<file path="src/rtl/smbus_ctl_regs.sv">
module smbus_ctl_regs #(
  parameter logic [6:0]  DEV_ADDR  = 7'h69,
  parameter logic [7:0]  ID_VALUE  = 8'h28,
  parameter logic [7:0]  BLK_COUNT = 8'd8,
  parameter int          STRAP_W   = 3,
  parameter logic [55:0] RST_IMAGE = 56'h18_00_07_00_FF_F6_FF
) (
  input  logic               clk,
  input  logic               rst_n,
  input  logic               scl_i,
  input  logic               sda_i,
  output logic               sda_oe,
  input  logic [STRAP_W-1:0] strap_i,
  output logic [63:0]        ctl_o
);
  localparam int NFULL = 6;
  localparam int PW    = 7;

  typedef enum logic [2:0] {S_IDLE, S_ADDR, S_CMD, S_CNT, S_WR, S_RD, S_SKIP} st_t;

  st_t                st;
  logic [2:0]         scl_q, sda_q;
  logic [3:0]         bcnt;
  logic [7:0]         sh, tx;
  logic [PW-1:0]      ptr;
  logic               rw, cnt_pend, mack;
  logic [8*NFULL-1:0] rwb;
  logic [7:STRAP_W]   r6hi;

  logic scl_rise, scl_fall, start_c, stop_c, active, load_rd;
  logic [7:0] tx_next;

  assign scl_rise = scl_q[1] & ~scl_q[2];
  assign scl_fall = ~scl_q[1] & scl_q[2];
  assign start_c  = scl_q[1] & scl_q[2] & sda_q[2] & ~sda_q[1];
  assign stop_c   = scl_q[1] & scl_q[2] & ~sda_q[2] & sda_q[1];
  assign active   = (st != S_IDLE) && (st != S_SKIP);
  assign load_rd  = (st == S_ADDR && rw) || (st == S_RD && mack);

  assign ctl_o   = {ID_VALUE, r6hi, strap_i, rwb};
  assign tx_next = cnt_pend ? BLK_COUNT :
                   (ptr < 7'd8) ? ctl_o[{ptr[2:0], 3'b000} +: 8] : 8'h00;

  always_ff @(posedge clk or negedge rst_n) begin
    if (!rst_n) begin
      scl_q    <= 3'b111;
      sda_q    <= 3'b111;
      st       <= S_IDLE;
      bcnt     <= '0;
      sh       <= '0;
      tx       <= '0;
      ptr      <= '0;
      rw       <= 1'b0;
      cnt_pend <= 1'b0;
      mack     <= 1'b0;
      sda_oe   <= 1'b0;
      rwb      <= RST_IMAGE[8*NFULL-1:0];
      r6hi     <= RST_IMAGE[55:48+STRAP_W];
    end else begin
      scl_q <= {scl_q[1:0], scl_i};
      sda_q <= {sda_q[1:0], sda_i};
      if (start_c) begin
        sda_oe <= 1'b0;
        bcnt   <= '0;
        st     <= (bcnt <= 4'd1) ? S_ADDR : S_IDLE;
      end else if (stop_c) begin
        sda_oe <= 1'b0;
        bcnt   <= '0;
        st     <= S_IDLE;
      end else if (active) begin
        if (scl_rise) begin
          if (bcnt < 4'd8) sh <= {sh[6:0], sda_q[1]};
          if (bcnt == 4'd8) mack <= ~sda_q[1];
          if (bcnt < 4'd9) bcnt <= bcnt + 4'd1;
        end else if (scl_fall) begin
          if (bcnt == 4'd8) begin
            case (st)
              S_ADDR: begin
                if (sh[7:1] == DEV_ADDR) begin
                  sda_oe <= 1'b1;
                  rw     <= sh[0];
                end else begin
                  st   <= S_SKIP;
                  bcnt <= '0;
                end
              end
              S_CMD: begin
                sda_oe   <= 1'b1;
                cnt_pend <= ~sh[7];
                ptr      <= sh[7] ? sh[6:0] : '0;
                st       <= sh[7] ? S_WR : S_CNT;
              end
              S_CNT: begin
                sda_oe <= 1'b1;
                st     <= S_WR;
              end
              S_WR: begin
                sda_oe <= 1'b1;
                if (ptr < 7'(NFULL)) rwb[{ptr[2:0], 3'b000} +: 8] <= sh;
                else if (ptr == 7'(NFULL)) r6hi <= sh[7:STRAP_W];
                if (ptr != '1) ptr <= ptr + 7'd1;
              end
              default: sda_oe <= 1'b0;
            endcase
          end else if (bcnt == 4'd9) begin
            bcnt <= '0;
            if (load_rd) begin
              tx     <= tx_next;
              sda_oe <= ~tx_next[7];
              st     <= S_RD;
              if (cnt_pend) cnt_pend <= 1'b0;
              else if (ptr != '1) ptr <= ptr + 7'd1;
            end else begin
              sda_oe <= 1'b0;
              if (st == S_ADDR) st <= S_CMD;
              else if (st == S_RD) st <= S_SKIP;
            end
          end else if (st == S_RD && bcnt != 4'd0) begin
            tx     <= {tx[6:0], 1'b0};
            sda_oe <= ~tx[6];
          end
        end
      end
    end
  end
endmodule

</file>
<file path="config.mk">
export PLATFORM = sky130hd
export DESIGN_NAME = smbus_ctl_regs
export DESIGN_NICKNAME = d
export VERILOG_FILES = /design/src/rtl/smbus_ctl_regs.sv
export SDC_FILE = /design/constraint.sdc
export NUM_CORES = 1
export LEC_CHECK = 0
export BUFFER_PORTS_ARGS = -buffer_cell sky130_fd_sc_hd__buf_4
export CAP_MARGIN = 40
export CORE_MARGIN = 10
export CORE_UTILIZATION = 50
export CTS_CLUSTER_SIZE = 28
export DETAILED_ROUTE_END_ITERATION = 12
export PLACE_DENSITY = 0.71
export SLEW_MARGIN = 0
export SYNTH_ARGS = -nofsm -noshare
export SYNTH_HDL_FRONTEND = slang
export SYNTH_SLANG_ARGS = --single-unit
</file>
<file path="constraint.sdc">
create_clock -name clk -period 6.8 [get_ports clk]
set_input_delay 0.68 -clock clk [delete_from_list [all_inputs] [get_ports clk]]
set_output_delay 0.68 -clock clk [all_outputs]
set_load 0.03 [all_outputs]
</file>
# Word level (Yosys, flattened, before mapping)
# Cells that the tools add are included.
word_totals:
  rom_bits: 0
  latch_bits: 0
  input_bits: 7
  elab_cells: 146
  mem_bits_rw: 0
  out_inout_bits: 65
  regBits: 92
  mem_count: 0
classes:
  eq_ne: 22
  mul: 0
  add_sub_neg: 3
  n_shift: 3
  bitwise: 19
  mux: 52
  n_reduce_logical: 29
  div_mod_pow: 0
  n_lt_le_gt_ge: 5
ops:
  columns: ["operator", "n"]
  rows:
  - ["$shiftx 64x7->8", 1]
  - ["$mux 7", 9]
  - ["$bwmux 48", 1]
  - ["$shift 8x8->48 const A", 1]
  - ["$shiftx 8x8->48", 1]
  - ["$mux 4", 10]
  - ["$mux 3", 12]
  - ["$reduce_and 8->1", 4]
  - ["$reduce_and 9->1", 2]
  - ["$mux 8", 2]
  - ["$mux 1", 15]
  - ["$ne 5x5->1 const B", 3]
  - ["$reduce_and 5->1", 3]
  - ["$pmux 7 s2", 1]
  - ["$not 1->1", 12]
  - ["$reduce_bool 4->1", 3]
  - ["$reduce_bool 5->1", 2]
  - ["$pmux 3 s3", 1]
  - ["$reduce_bool 3->1", 3]
  - ["$eq 4x4->1 const B", 2]
  - ["$lt 4x4->1 const B", 2]
  - ["$neg 6->8", 1]
  - ["$add 7x1->7 const B", 1]
  - ["$and 1x1->1", 7]
  - ["25 further kinds", 34]

# Depth between registers and ports, before layout
logic_depth:
  word_depth: 12
  depth_mapped: 9

# Worst setup path before layout
# Ideal clock, no wire load.
synth_timing:
  path_kind: "reg-to-reg"
  startpoint: "register ptr[0]"
  endpoint: "register rwb[16]"
  setup_ps: 82
  arrival_time_ps: 2497
  stages_incl_launch_ff: 9
  n_path_buf: 2
  path_slack_ps: 4221
  cell_sequence: "dfrtp_1 buf_2 buf_6 inv_1 ha_1 ha_1 or3b_4 nor4b_4 mux2_2"
synth_via:
  elab_chain_len: 3
  elab_cells_between_ends: 6
  classes_between: "1 x add/sub; 1 x order compare; 2 x shift; 1 x mux; 1 x reduce/logical"
synth_lines:
  columns: ["item", "line_no", "source"]
  rows:
  - ["start, declared", "25", "logic [PW-1:0] ptr;"]
  - ["start signal, assigned", "90", "ptr <= sh[7] ? sh[6:0] : '0;"]
  - ["start signal, assigned", "101", "if (ptr != '1) ptr <= ptr + 7'd1;"]
  - ["start signal, assigned", "112", "else if (ptr != '1) ptr <= ptr + 7'd1;"]
  - ["$neg 6->8", "99", "if (ptr < 7'(NFULL)) rwb[{ptr[2:0], 3'b000} +: 8] <= sh;"]
  - ["$shiftx 8x8->48 or $shift 8x8->48 (tied branches)", "99", null]
  - ["$bwmux 48", "99", null]
  - ["end signal, assigned", "57", "rwb <= RST_IMAGE[8*NFULL-1:0];"]
  - ["end signal, assigned by index", "99", null]
  - ["end, declared", "27", "logic [8*NFULL-1:0] rwb;"]
# Several ways; a longest one is shown, not always the timed one.
# A chain may end at the register's enable or synchronous reset.

# Worst setup path in the final report
layout_timing:
  startpoint: "register ptr[1]"
  endpoint: "register rwb[35]"
# The elaborated chain is that of the path after synthesis.

==> metrics.cfg <==
[status]
outcome=complete, no violations

[critical_path]
cp_max_fo=19
critPathRequiredTime_ns=7.05
endpoint_kind=flop
path_class=reg -> reg
crit_top_cell=ha_1
path_cells=inv_1 > ha_1 > ha_1 > or3b_4 > nor4_4 > mux2_2
path_buf_inv=1
critPathMaxStageDelay_ns=0.85
crit_family=simple AND/OR/NAND/NOR gates
start_kind=flop
cpMaxStageDelayCell=dfrtp_1
crit_arrival_ns=3.44

[route]
first_iter_violations=260
ant_nets=0
drc=0
routedWlPerCell_um=20.2
dr.pass1.iters=7
routed-via-count=3650
routed_wl_um=12700
viasPerCell=5.78

[grt]
grt_usage_pct=17.3
grt_overflow_total=0
grt_pass1_vias=3795
grt_pass1_wl_um=20400
grt_max_degree=54
antenna_found_initial=0

[cells_and_area]
nets=511
areaGrowthSynthToFinish_pct=12.3
antenna_cells=0
drive_above_1_share_pct=40.2

[sta]
setup_tns_ns=0
skew_ns=0.0181
max_freq_mhz=313
slew_viol_final=0
rsz0062_at_grt=false
hold_viol_final=0
period_minus_slack_ns=3.19
setup_viol=0
worst_slew_pin_slew_ns=0.958
fin_ws_ns=3.61
relSlewSlack_pct=36.0
post-route-period-util_pct=46.9

[cts]
cts.clk_slew.worst_paths_ns=0.10
post_cts_resized=0
root_buffer=clkbuf_8
cts_tree=done
clockBufferDepth=2
cts-htree-levels=3
hold_buffers=0
cts.sinks=92
clk_latency_ns=0.37
cts_buffers=9
cts_setup_buffers=0

[pwr]
ir_worst_vdd_v=0.000177
power_density_nw_per_um2=205
leakagePower_uw=0.00253

[place]
pre_cts_ws_ns=3.66
dp_hpwl_um=9160
place.gp.congestion=0.883
io_buffers=63

[synth]
synth.ff_latch_count=92
synth_ff_type=dfrtp_1
synthArstFlopShare_pct=100
ys_seq_area_share_pct=45.8
syn_area_per_cell_um2=11.5
mappedNetlistArea_um2=5110
netlist_instances=446
synth_cell_type_count=66
synth-edff-count=0
yosysWarnings=0

[hold_path]
min_path_type=in -> async

[floorplan]
die-area_um2=14700
initial_core_util_pct=51.9
die_y_um=121
core_area_um2=9860
die_w_um=121
placementRows=36
ios=72

[run]
drv_cap=0

==> synthesized netlist by cell type, types with 8 or more instances <==
cell type	instances	area, um2
buf_4	11	82.6
nor2_1	23	86.3
mux4_2	8	180
nand3_1	8	40.0
nor2b_1	12	75.1
dfrtp_1	59	1480
ha_1	11	138
dfstp_2	33	867
mux2i_1	8	80.1
mux2_2	64	721
nand2_1	24	90.1
inv_1	16	60.1
a21oi_1	25	125
o21ai_0	23	115
clkbuf_1	8	30.0
==> power breakdown <==
part           internal [uW]  switching [uW]  leakage [uW]  total [uW]
registers                575            99.5       0.00113         675
logic                   45.5            48.3       0.00130        93.8
clock network            211             199      0.000107         410
==> worst reg2reg max path, cell delays in order, from the launching register on <==
cell and delay, ns:
dfrtp_1 0.85, inv_1 0.26, ha_1 0.26, ha_1 0.36, or3b_4 0.44, nor4_4 0.48, mux2_2 0.41
==> flip-flops by register name, indices dropped and copies added, names as in the netlist <==
| signal | flops |
|---|---|
| rw | 1 |
| cnt_pend | 1 |
| st | 3 |
| bcnt | 4 |
| ptr | 7 |
| scl_q | 3 |
| sda_oe | 1 |
| sda_q | 3 |
| r6hi | 5 |
| tx | 7 |
| rwb | 48 |
| sh | 8 |
| mack | 1 |
==> logic make-up after synthesis <==
family	count (synthesis)	share of synthesized area, %
AOI/OAI and AO/OA	92	11.5
muxes	80	19.2
and+or+nand+nor	113	13.4
adders and majority gates	11	2.69
xor gates and xnor gates	2	0.343
DFF	92	45.8
other	2	0.147
buffers and inverters	54	6.92
==> path summary, 6_finish.rpt <==
check / to / cells after the start / startpoint / slack (ns)
setup / recovery: rwb[35] / 6 / ptr[1] / 3.61
hold / removal: cnt_pend / 1 / rst_n / 0.28
setup reg to reg: rwb[35] / 6 / ptr[1] / 3.61
hold reg to reg: scl_q[1] / 0 / scl_q[0] / 0.36
max in group asynchronous: sh[1] / 2 / rst_n / 5.47
min in group clk: scl_q[1] / 0 / scl_q[0] / 0.36
==> stage by stage <==
step | area (um2) | std cells | total power (uW) | utilization, % | hold WS [ns]
after CTS | 5740 | 631 | 1180 | 58.2 | 0.285
after global placement | 5510 | 613 | 770 | 55.8 | 0.348
after detailed placement | 5520 | 615 | 774 | 56.0 | 0.349
after floorplan | 5140 | 452 | 749 | - | 0.345
final | 5740 | 631 | 1180 | 58.2 | 0.281
after global routing | 5740 | 631 | 1220 | 58.2 | 0.310
==> routing by layer <==
layer,track usage (%),up-vias,share of wire [%]
li1,-,1690,-
met1,22.6,1823,44
met2,27.5,122,48
met3,4.00,15,6.7
met4,6.33,0,1.5
met5,0,-,0
==> cell usage in the layout, fill, tap and decap left out, drive strengths merged, types with 11 or more instances in the layout <==
master	instances
dfrtp	59
ha	11
a21oi	26
nor2	23
nor2b	12
dfstp	33
mux2	64
inv	18
o21ai	23
nand2	24
buf	68
==> cell type report <==
| type | instances | area [um2] |
|---|---|---|
| inverter | 16 | 60.1 |
| clock inverter | 6 | 93.8 |
| timing repair buffer | 68 | 510 |
| multi-input combinational | 306 | 2440 |
| fill | 806 | 4120 |
| tap | 133 | 166 |
| sequential | 92 | 2340 |
| clock buffer | 10 | 128 |
(Power assumes the default switching activity.)
